### src/rtl/srel_pkg.sv
package srel_pkg;

    localparam int unsigned IDX_W  = 5;
    localparam logic [IDX_W-1:0] SP_IDX = 5'd31;

    typedef enum logic [1:0] {
        OVL_KEEP  = 2'd0,
        OVL_ZERO  = 2'd1,
        OVL_UNDEF = 2'd2,
        OVL_NOP   = 2'd3
    } ovl_policy_e;

    typedef enum logic [1:0] {
        FORM_NONE   = 2'd0,
        FORM_PLAIN  = 2'd1,
        FORM_PREDEC = 2'd2
    } form_e;

    typedef enum logic [2:0] {
        OUT_IDLE    = 3'd0,
        OUT_STORE   = 3'd1,
        OUT_UNDEF   = 3'd2,
        OUT_NOP     = 3'd3,
        OUT_ALIGN   = 3'd4,
        OUT_NOMATCH = 3'd5
    } outcome_e;

endpackage

### src/rtl/srel_match.sv
module srel_match
    import srel_pkg::*;
(
    input  logic [31:0]      instr,
    output form_e            form,
    output logic [IDX_W-1:0] rn,
    output logic [IDX_W-1:0] rt,
    output logic             dword
);
    logic plain_hit;
    logic predec_hit;

    always_comb begin
        plain_hit  = instr[31] && (instr[29:21] == 9'b001000100) &&
                     (instr[20:16] == 5'b11111) && instr[15] &&
                     (instr[14:10] == 5'b11111);
        predec_hit = instr[31] && (instr[29:22] == 8'b01100110) &&
                     (instr[21:12] == 10'd0) && (instr[11:10] == 2'b10);
        if (plain_hit)       form = FORM_PLAIN;
        else if (predec_hit) form = FORM_PREDEC;
        else                 form = FORM_NONE;
        rn    = instr[9:5];
        rt    = instr[4:0];
        dword = instr[30];
    end
endmodule

### src/rtl/srel_outcome.sv
module srel_outcome
    import srel_pkg::*;
#(
    parameter int unsigned SP_ALIGN_BITS = 4
) (
    input  logic                     valid,
    input  form_e                    form,
    input  logic                     feat_en,
    input  logic [1:0]               policy,
    input  logic [IDX_W-1:0]         rn,
    input  logic [IDX_W-1:0]         rt,
    input  logic [SP_ALIGN_BITS-1:0] sp_low,
    output outcome_e                 outcome,
    output logic                     zero_data
);
    logic overlap;
    logic sp_base;

    always_comb begin
        sp_base   = (rn == SP_IDX);
        overlap   = (form == FORM_PREDEC) && (rn == rt) && !sp_base;
        zero_data = 1'b0;
        outcome   = OUT_STORE;
        if (!valid) begin
            outcome = OUT_IDLE;
        end else if (form == FORM_NONE) begin
            outcome = OUT_NOMATCH;
        end else if (form == FORM_PREDEC && !feat_en) begin
            outcome = OUT_UNDEF;
        end else if (overlap && ovl_policy_e'(policy) == OVL_UNDEF) begin
            outcome = OUT_UNDEF;
        end else if (overlap && ovl_policy_e'(policy) == OVL_NOP) begin
            outcome = OUT_NOP;
        end else if (sp_base && (sp_low != '0)) begin
            outcome = OUT_ALIGN;
        end else begin
            outcome   = OUT_STORE;
            zero_data = overlap && (ovl_policy_e'(policy) == OVL_ZERO);
        end
    end
endmodule

### src/rtl/srel_addr.sv
module srel_addr #(
    parameter int unsigned XLEN = 64
) (
    input  logic [XLEN-1:0] base,
    input  logic            predec,
    input  logic            dword,
    output logic [XLEN-1:0] addr
);
    localparam logic [XLEN-1:0] STEP_W = XLEN'(4);
    localparam logic [XLEN-1:0] STEP_D = XLEN'(8);

    always_comb begin
        if (predec) addr = base - (dword ? STEP_D : STEP_W);
        else        addr = base;
    end
endmodule

### src/rtl/srel_decode_unit.sv
module srel_decode_unit
    import srel_pkg::*;
#(
    parameter int unsigned XLEN          = 64,
    parameter int unsigned SP_ALIGN_BITS = 4
) (
    input  logic            clk,
    input  logic            rst_n,
    input  logic            instr_valid,
    input  logic [31:0]     instr,
    input  logic            feat_preidx_en,
    input  logic [1:0]      ovl_policy,
    input  logic [XLEN-1:0] sp_value,
    output logic [4:0]      rd_base_idx,
    output logic [4:0]      rd_src_idx,
    input  logic [XLEN-1:0] rf_base_data,
    input  logic [XLEN-1:0] rf_src_data,
    output logic            st_valid,
    output logic [XLEN-1:0] st_addr,
    output logic [XLEN-1:0] st_data,
    output logic [3:0]      st_bytes,
    output logic            st_release,
    output logic            st_tagcheck,
    output logic            base_is_sp,
    output logic            wb_valid,
    output logic            wb_to_sp,
    output logic [4:0]      wb_idx,
    output logic [XLEN-1:0] wb_value,
    output logic            undef_o,
    output logic            nop_o,
    output logic            align_fault,
    output logic            no_match
);
    localparam int unsigned HALF = XLEN / 2;

    typedef struct packed {
        logic            st_valid;
        logic [XLEN-1:0] st_addr;
        logic [XLEN-1:0] st_data;
        logic [3:0]      st_bytes;
        logic            st_tagcheck;
        logic            base_is_sp;
        logic            wb_valid;
        logic            wb_to_sp;
        logic [4:0]      wb_idx;
        logic            undef_f;
        logic            nop_f;
        logic            align_f;
        logic            nomatch_f;
    } out_s;

    out_s state_d, state_q;

    form_e            form;
    logic [IDX_W-1:0] rn, rt;
    logic             dword;
    outcome_e         outcome;
    logic             zero_data;
    logic [XLEN-1:0]  base_val;
    logic [XLEN-1:0]  eff_addr;
    logic             sp_base;

    srel_match u_match (
        .instr (instr),
        .form  (form),
        .rn    (rn),
        .rt    (rt),
        .dword (dword)
    );

    srel_outcome #(.SP_ALIGN_BITS(SP_ALIGN_BITS)) u_outcome (
        .valid     (instr_valid),
        .form      (form),
        .feat_en   (feat_preidx_en),
        .policy    (ovl_policy),
        .rn        (rn),
        .rt        (rt),
        .sp_low    (sp_value[SP_ALIGN_BITS-1:0]),
        .outcome   (outcome),
        .zero_data (zero_data)
    );

    assign sp_base     = (rn == SP_IDX);
    assign base_val    = sp_base ? sp_value : rf_base_data;
    assign rd_base_idx = rn;
    assign rd_src_idx  = rt;

    srel_addr #(.XLEN(XLEN)) u_addr (
        .base   (base_val),
        .predec (form == FORM_PREDEC),
        .dword  (dword),
        .addr   (eff_addr)
    );

    always_comb begin
        state_d             = '0;
        state_d.st_valid    = (outcome == OUT_STORE);
        state_d.st_addr     = eff_addr;
        if (zero_data)  state_d.st_data = '0;
        else if (dword) state_d.st_data = rf_src_data;
        else            state_d.st_data = {{HALF{1'b0}}, rf_src_data[HALF-1:0]};
        state_d.st_bytes    = dword ? 4'd8 : 4'd4;
        state_d.st_tagcheck = (form == FORM_PREDEC) || !sp_base;
        state_d.base_is_sp  = sp_base;
        state_d.wb_valid    = (outcome == OUT_STORE) && (form == FORM_PREDEC);
        state_d.wb_to_sp    = state_d.wb_valid && sp_base;
        state_d.wb_idx      = rn;
        state_d.undef_f     = (outcome == OUT_UNDEF);
        state_d.nop_f       = (outcome == OUT_NOP);
        state_d.align_f     = (outcome == OUT_ALIGN);
        state_d.nomatch_f   = (outcome == OUT_NOMATCH);
    end

    always_ff @(posedge clk) begin
        if (!rst_n) state_q <= '0;
        else        state_q <= state_d;
    end

    assign st_valid    = state_q.st_valid;
    assign st_addr     = state_q.st_addr;
    assign st_data     = state_q.st_data;
    assign st_bytes    = state_q.st_bytes;
    assign st_release  = state_q.st_valid;
    assign st_tagcheck = state_q.st_tagcheck;
    assign base_is_sp  = state_q.base_is_sp;
    assign wb_valid    = state_q.wb_valid;
    assign wb_to_sp    = state_q.wb_to_sp;
    assign wb_idx      = state_q.wb_idx;
    assign wb_value    = state_q.st_addr;
    assign undef_o     = state_q.undef_f;
    assign nop_o       = state_q.nop_f;
    assign align_fault = state_q.align_f;
    assign no_match    = state_q.nomatch_f;
endmodule

### config.mk
export PLATFORM = sky130hd
export DESIGN_NAME = srel_decode_unit
export DESIGN_NICKNAME = d
export VERILOG_FILES = /design/src/rtl/srel_pkg.sv /design/src/rtl/srel_match.sv /design/src/rtl/srel_outcome.sv /design/src/rtl/srel_addr.sv /design/src/rtl/srel_decode_unit.sv
export SDC_FILE = /design/constraint.sdc
export NUM_CORES = 1
export LEC_CHECK = 0
export BUFFER_PORTS_ARGS = -buffer_cell sky130_fd_sc_hd__buf_2
export CAP_MARGIN = 40
export CORE_AREA = 2 2 174 176
export CTS_CLUSTER_DIAMETER = 60
export DETAILED_ROUTE_END_ITERATION = 6
export DIE_AREA = 0 0 176 178
export GPL_TIMING_DRIVEN = 0
export SYNTH_ARGS = -nofsm -noshare
export SYNTH_HDL_FRONTEND = slang
export SYNTH_SLANG_ARGS = --single-unit
### constraint.sdc
create_clock -name clk -period 4.1 [get_ports clk]
set_input_delay 0.205 -clock clk [delete_from_list [all_inputs] [get_ports clk]]
set_output_delay 0.205 -clock clk [all_outputs]
set_load 0.01 [all_outputs]
* Word level (Yosys, flattened, before mapping)
Index checks and enable logic that the tools add are counted.
Word-level totals: register bits 146, output and inout bits 221, word-level logic and storage cells 75
Operators by class: $add $sub $neg 1, equality and inequality tests 16, muxes and demuxes 18, bitwise logic cells 2, reduce and logical (&&, ||, !) cells 24
Operators by type and width (number):
- $mux W64 | 2
- $sub A64 B64 Y64 | 1
- $mux W3 | 6
- $logic_and A1 B1 Y1 | 16
- $eq A5 B5 Y1 const B | 3
- $logic_not A10 Y1 | 1
- $eq A9 B7 Y1 const B | 1
- $eq A2 B2 Y1 const B | 4
- $eq A8 B7 Y1 const B | 1
- $mux W4 | 2
- $eq A3 B2 Y1 const B | 2
- $eq A3 B3 Y1 const B | 2
- $mux W1 | 6
- $eq A5 B5 Y1 | 1
- $mux W2 | 2
- $reduce_bool A4 Y1 | 1
- $eq A3 B1 Y1 const B | 1
- $reduce_or A3 Y1 | 1
- $eq A2 B1 Y1 const B | 1
- $logic_not A1 Y1 | 2
- $logic_not A2 Y1 | 1
- $not A1 Y1 | 2
- $reduce_or A2 Y1 | 1
- $logic_or A1 B1 Y1 | 1

* Depth between registers and ports, before layout
depth after elaboration 18, gate-level depth with buffers 15

* By module
Synthesis repeated with hierarchy kept, for this count alone.
Unflattened totals: cell total of the unflattened synthesis 692, area total of the unflattened synthesis 7056.8 um^2
By module, submodules not included:
- srel_decode_unit | times used 1, cells each 450, area an instance 5281.3 um^2, sequential area each 2882.8 um^2
- srel_addr | times used 1, cells each 194, area an instance 1413.9 um^2, sequential area each 0.0 um^2
- srel_match | times used 1, cells each 24, area an instance 185.2 um^2, sequential area each 0.0 um^2
- srel_outcome | times used 1, cells each 24, area an instance 176.4 um^2, sequential area each 0.0 um^2

* Least setup slack after synthesis
OpenSTA, ideal clock, no wires.
path kind input to register, from in instr[7], to reg state_q, in the netlist st_addr[36], library setup time 135 ps, data arrival time 3677 ps, required time 3965 ps, path slack 288 ps, stages on the path 15, cells stage by stage nand3_1 -> nor2_1 -> clkbuf_1 -> buf_2 -> mux2i_1 -> ha_1 -> inv_1 -> fa_1 -> nor3_1 -> nand3_1 -> a2111o_1 -> nand2b_1 -> clkbuf_1 -> o311ai_0 -> o41ai_1
Between the ends: word-level cells in the longest chain between the ends 4
Ends and longest elaborated chain:
- from (decl) | RTL line srel_decode_unit.sv:10 | input logic [31:0] instr,
- $eq A5 B5 Y1 * | RTL line srel_decode_unit.sv:83 | assign sp_base = (rn == SP_IDX);
- $mux W64 * | RTL line srel_decode_unit.sv:84 | assign base_val = sp_base ? sp_value : rf_base_data;
- $sub A64 B64 Y64 | RTL line srel_addr.sv:13 | if (predec) addr = base - (dword ? STEP_D : STEP_W);
- $mux W64 * | RTL line srel_addr.sv:13
- to (signal assigned) | RTL line srel_decode_unit.sv:116 | else state_q <= state_d;
- to (decl) | RTL line srel_decode_unit.sv:52 | out_s state_d, state_q;
Every way passes the cells marked *; elsewhere a longest branch is shown, timed or not. A chain may end at the register's enable or synchronous reset.

* Worst setup path in the final report
from in instr[6], to reg state_q, in the netlist st_addr[63]
Same word-level chain as after synthesis.

==> impl_results.rst <==
.. list-table::
   :header-rows: 1

   * - Metric
     - Value
   * - Status
     - finished, final reports clean
   * - Detailed-routing iteration count for the pre-antenna-repair pass
     - 6
   * - Via count of the first global-routing pass
     - 9763
   * - Global routing usage summed across all routing layers
     - around 27%
   * - Fill cells
     - 2999
   * - Width of the die
     - 176 um
   * - Count of routing violations after the opening detailed-route iteration
     - roughly 740
   * - Maximum number of pins on one net before global-route repair
     - 19
   * - Hold wc startpoint
     - rf_src_data[41]
   * - Hold Path Class
     - input port to flip-flop
   * - Worst slew margin
     - 36.9%
   * - Share of flip-flops with an asynchronous set or reset
     - 0%
   * - Actual transition at the worst max-transition pin
     - 0.947 ns
   * - F_max
     - ~250 MHz
   * - Number of distinct library cells after synthesis
     - 68
   * - Endpoints failing setup
     - 0
   * - Via count
     - 9976
   * - Min cycle time layout
     - 4.01 ns
   * - Count of nets after finishing
     - 1757
   * - Number of antenna violations at the first check in global routing
     - 8
   * - Reg area
     - about 2900 sq um
   * - Post-detail-place hpwl
     - around 34000 um
   * - Worst path bufs/invs
     - 6
   * - First-pass GRT wire length
     - 61700 um
   * - Area of placed instances
     - 10900 sq um
   * - CP Class
     - input port to flip-flop
   * - Worst path slowest cell
     - sky130_fd_sc_hd__a2111oi_4
   * - IR drop worst, VDD
     - 0.000275 V
   * - Cell area after layout
     - 12300 sq um
   * - Port Buf Inserts
     - 447
   * - Leakage
     - ~0.0056 uW
   * - Largest delay contributor family on the critical path
     - buffers and inverters
   * - RSZ-0062 raised after global routing
     - no
   * - Power density relative to cell area
     - 317 nW/um^2
   * - Full die area
     - 31300 sq um
   * - Post-synthesis sequential area ratio
     - between 30% and 40%
   * - Most frequent cell on the critical path
     - sky130_fd_sc_hd__buf_4
   * - Die Span Y
     - roughly 180 um
   * - Worst Hold Path Cells
     - 2
   * - Top fanout value on the critical path
     - 10
   * - Via-to-Cell Ratio
     - 5.16
   * - Worst setup EP type
     - flip-flop
   * - Post-route DRC violation count
     - 0
   * - CTS clock-pin slew for the worst setup and hold paths
     - ~0.070 ns
   * - Maximum buffer depth of the clock tree
     - 2
   * - Critical Path Source Type
     - input port
   * - Number of storage elements in the synthesis netlist
     - about 140
   * - Total of max-cap violations
     - 0
   * - Post-placement worst setup slack
     - -1.78 ns
   * - Combined area of the multi-input logic cells
     - 4570 sq um
   * - Worst hold-check slack
     - 0.0128 ns
   * - Sum of routed wire length over all layers
     - 44000 um
   * - Core footprint
     - 29400 sq um
   * - Detail-routed net length per standard cell
     - 22.8 um
   * - Post-layout worst setup margin
     - 0.0942 ns
   * - Initial cell density of the core
     - 27.7%
   * - Number of antenna-violating nets in the routed design
     - 0
   * - Final period utilization
     - 97.7%
   * - Share of layout cells above drive strength 1
     - 39.9%
   * - CTS tree
     - done
   * - Most used flip-flop cell after synthesis
     - sky130_fd_sc_hd__dfxtp_1
   * - Number of buffers created by CTS
     - 17
   * - Endpoint with the worst hold slack
     - st_data[41]
   * - H-Tree Depth
     - 4
   * - Post-synth EDFFs
     - 0
   * - Endpoint required time on the critical path
     - between 4 and 5 ns
   * - Setup Total Neg Slack
     - 0 ns
   * - I/O pin cnt
     - 451
   * - # clock sinks
     - 144
   * - Number of core rows
     - 63
   * - GPL Wtd Cong
     - about 0.94
   * - Root buf cell
     - sky130_fd_sc_hd__clkbuf_16
   * - Cells along the critical path
     - buf_2 -> and3_2 -> buf_4 -> nand2_2 -> buf_4 -> clkbuf_1 -> buf_6 -> nand2_1 -> nand2_1 -> ha_1 -> a211o_1 -> a2111oi_4 -> buf_4 -> nand4_1 -> o311ai_1 -> o41ai_1
   * - Synthesis-to-layout area growth
     - 50.7%
   * - Post-Syn Instances
     - 988
   * - Aggregate global routing overflow
     - 0
   * - Most common library cell in the layout ignoring fill and taps
     - sky130_fd_sc_hd__buf_2
   * - Data arrival at the endpoint of the critical path
     - 4.29 ns
   * - Total number of yosys warnings
     - 0
   * - Mean instance size in the synthesized netlist
     - 8.25 sq um
   * - Commonest cells after routing, fill and taps aside
     - sky130_fd_sc_hd__buf_2 (452), sky130_fd_sc_hd__dfxtp_1 (144), sky130_fd_sc_hd__nand2_1 (110)
   * - Max-slew violation count
     - 0
   * - Number of hold violations in the final report
     - 0
   * - Post-synth design cell area
     - between 8000 and 9000 sq um
   * - Largest stage delay, worst path
     - 0.42 ns
-- Yosys cell counts, types with 4 or more instances --
cell type	number	area share, %
sky130_fd_sc_hd__nor4_1	50	3.8
sky130_fd_sc_hd__o31ai_1	14	1.3
sky130_fd_sc_hd__dfxtp_1	144	35
sky130_fd_sc_hd__o41ai_1	11	1.2
sky130_fd_sc_hd__xor2_1	5	0.54
sky130_fd_sc_hd__buf_4	77	7.1
sky130_fd_sc_hd__nor3b_1	4	0.37
sky130_fd_sc_hd__a22oi_1	5	0.46
sky130_fd_sc_hd__a31oi_1	6	0.46
sky130_fd_sc_hd__nand3b_1	4	0.37
sky130_fd_sc_hd__or3_1	7	0.54
sky130_fd_sc_hd__and2_1	72	5.5
sky130_fd_sc_hd__or4_1	26	2.4
sky130_fd_sc_hd__nand4_1	14	1.1
sky130_fd_sc_hd__o311ai_0	5	0.54
sky130_fd_sc_hd__nor3_1	52	3.2
sky130_fd_sc_hd__a211o_1	4	0.43
sky130_fd_sc_hd__o21ai_0	36	2.2
sky130_fd_sc_hd__inv_1	6	0.28
sky130_fd_sc_hd__nor2_1	80	3.7
sky130_fd_sc_hd__o211ai_1	5	0.46
sky130_fd_sc_hd__o21a_1	10	0.92
sky130_fd_sc_hd__a21oi_1	21	1.3
sky130_fd_sc_hd__mux2i_1	54	6.6
sky130_fd_sc_hd__nand3_1	33	2.0
sky130_fd_sc_hd__clkbuf_1	34	1.6
sky130_fd_sc_hd__nand2_1	112	5.2
sky130_fd_sc_hd__xnor2_1	22	2.4
sky130_fd_sc_hd__buf_2	7	0.43
sky130_fd_sc_hd__or2_2	5	0.38
-- area by class of cell --
| class | count | area share, % |
|---|---|---|
| multi-input cells | 717 | 37.2 |
| repair buffers | 518 | 23.8 |
| flip-flops and latches | 144 | 23.5 |
| plain buffers | 119 | 6.28 |
| well taps | 390 | 3.97 |
| clock buffers | 17 | 3.46 |
| clock inverters | 15 | 1.50 |
| inverters | 7 | 0.214 |
| diodes | 7 | 0.143 |
-- how the worst max path moves through the flow --
stage	from	to	slack [ns]	depth (start not counted)
3_5_place_dp	instr[6]	st_addr[49]	-1.78	13
3_3_place_gp	instr[6]	st_addr[62]	-2.28	15
2_1_floorplan	instr[7]	st_addr[36]	0.29	15
5_1_grt	instr[9]	st_addr[63]	0.002	15
6_report	instr[6]	st_addr[63]	0.09	16
4_1_cts	instr[6]	st_addr[36]	0.01	16
-- kinds of logic (layout without fill, tap and decap cells) --
group	Yosys count	count (layout)	share of synthesized area, %
XOR/XNOR	27	27	2.90
AO/OA/AOI/OAI	141	141	12.5
multiplexers	57	57	7.04
buffers and inverters	128	676	9.64
flip-flops	144	144	35.4
AND/OR/NAND/NOR	487	487	31.9
other	1	9	0.0460
adder cells (fa/ha/maj)	3	3	0.552
-- flip-flops by register name, indices dropped and copies added, names as in the netlist --
| signal | count |
|---|---|
| align_fault | 1 |
| no_match | 1 |
| wb_to_sp | 1 |
| undef_o | 1 |
| st_release | 1 |
| nop_o | 1 |
| st_addr | 64 |
| wb_valid | 1 |
| st_bytes | 2 |
| st_data | 64 |
| st_tagcheck | 1 |
| wb_idx | 5 |
| base_is_sp | 1 |
-- layer usage --
metal / up-vias / wire length, um / global-route usage, %
li1: 4584 / - / -
met1: 4720 / 16600 / 31.0
met2: 565 / 21700 / 47.2
met3: 105 / 3850 / 6.93
met4: 2 / 1830 / 12.4
met5: - / 12 / 0
-- where the power goes --
group          internal (uW)  leakage (uW)  switching (uW)  total [uW]
logic                    338       0.00408             411         749
clock network            834      0.000297             814        1650
registers               1470       0.00119            30.1        1500
total                   2640       0.00557            1260        3900
-- per-stage QoR --
| stage | instances | power (uW) | util, % |
|---|---|---|---|
| after detailed placement | 1831 | 2220 | 37.2 |
| after global routing | 1932 | 4050 | 41.8 |
| after floorplan | 989 | 1840 | - |
| final | 1934 | 3900 | 41.8 |
| after CTS | 1925 | 3920 | 41.6 |
| after global placement | 1826 | 2220 | 37.0 |
-- what timing repair did --
action / CTS / global route
endpoints found under the hold margin: 56 / 1
buffers inserted: 8 / 1
hold buffers: 56 / 1
gates resized for setup: 20 / 10
pin swaps: 5 / 1
endpoints found under the setup margin: 60 / 21
(Power assumes the default switching activity.)
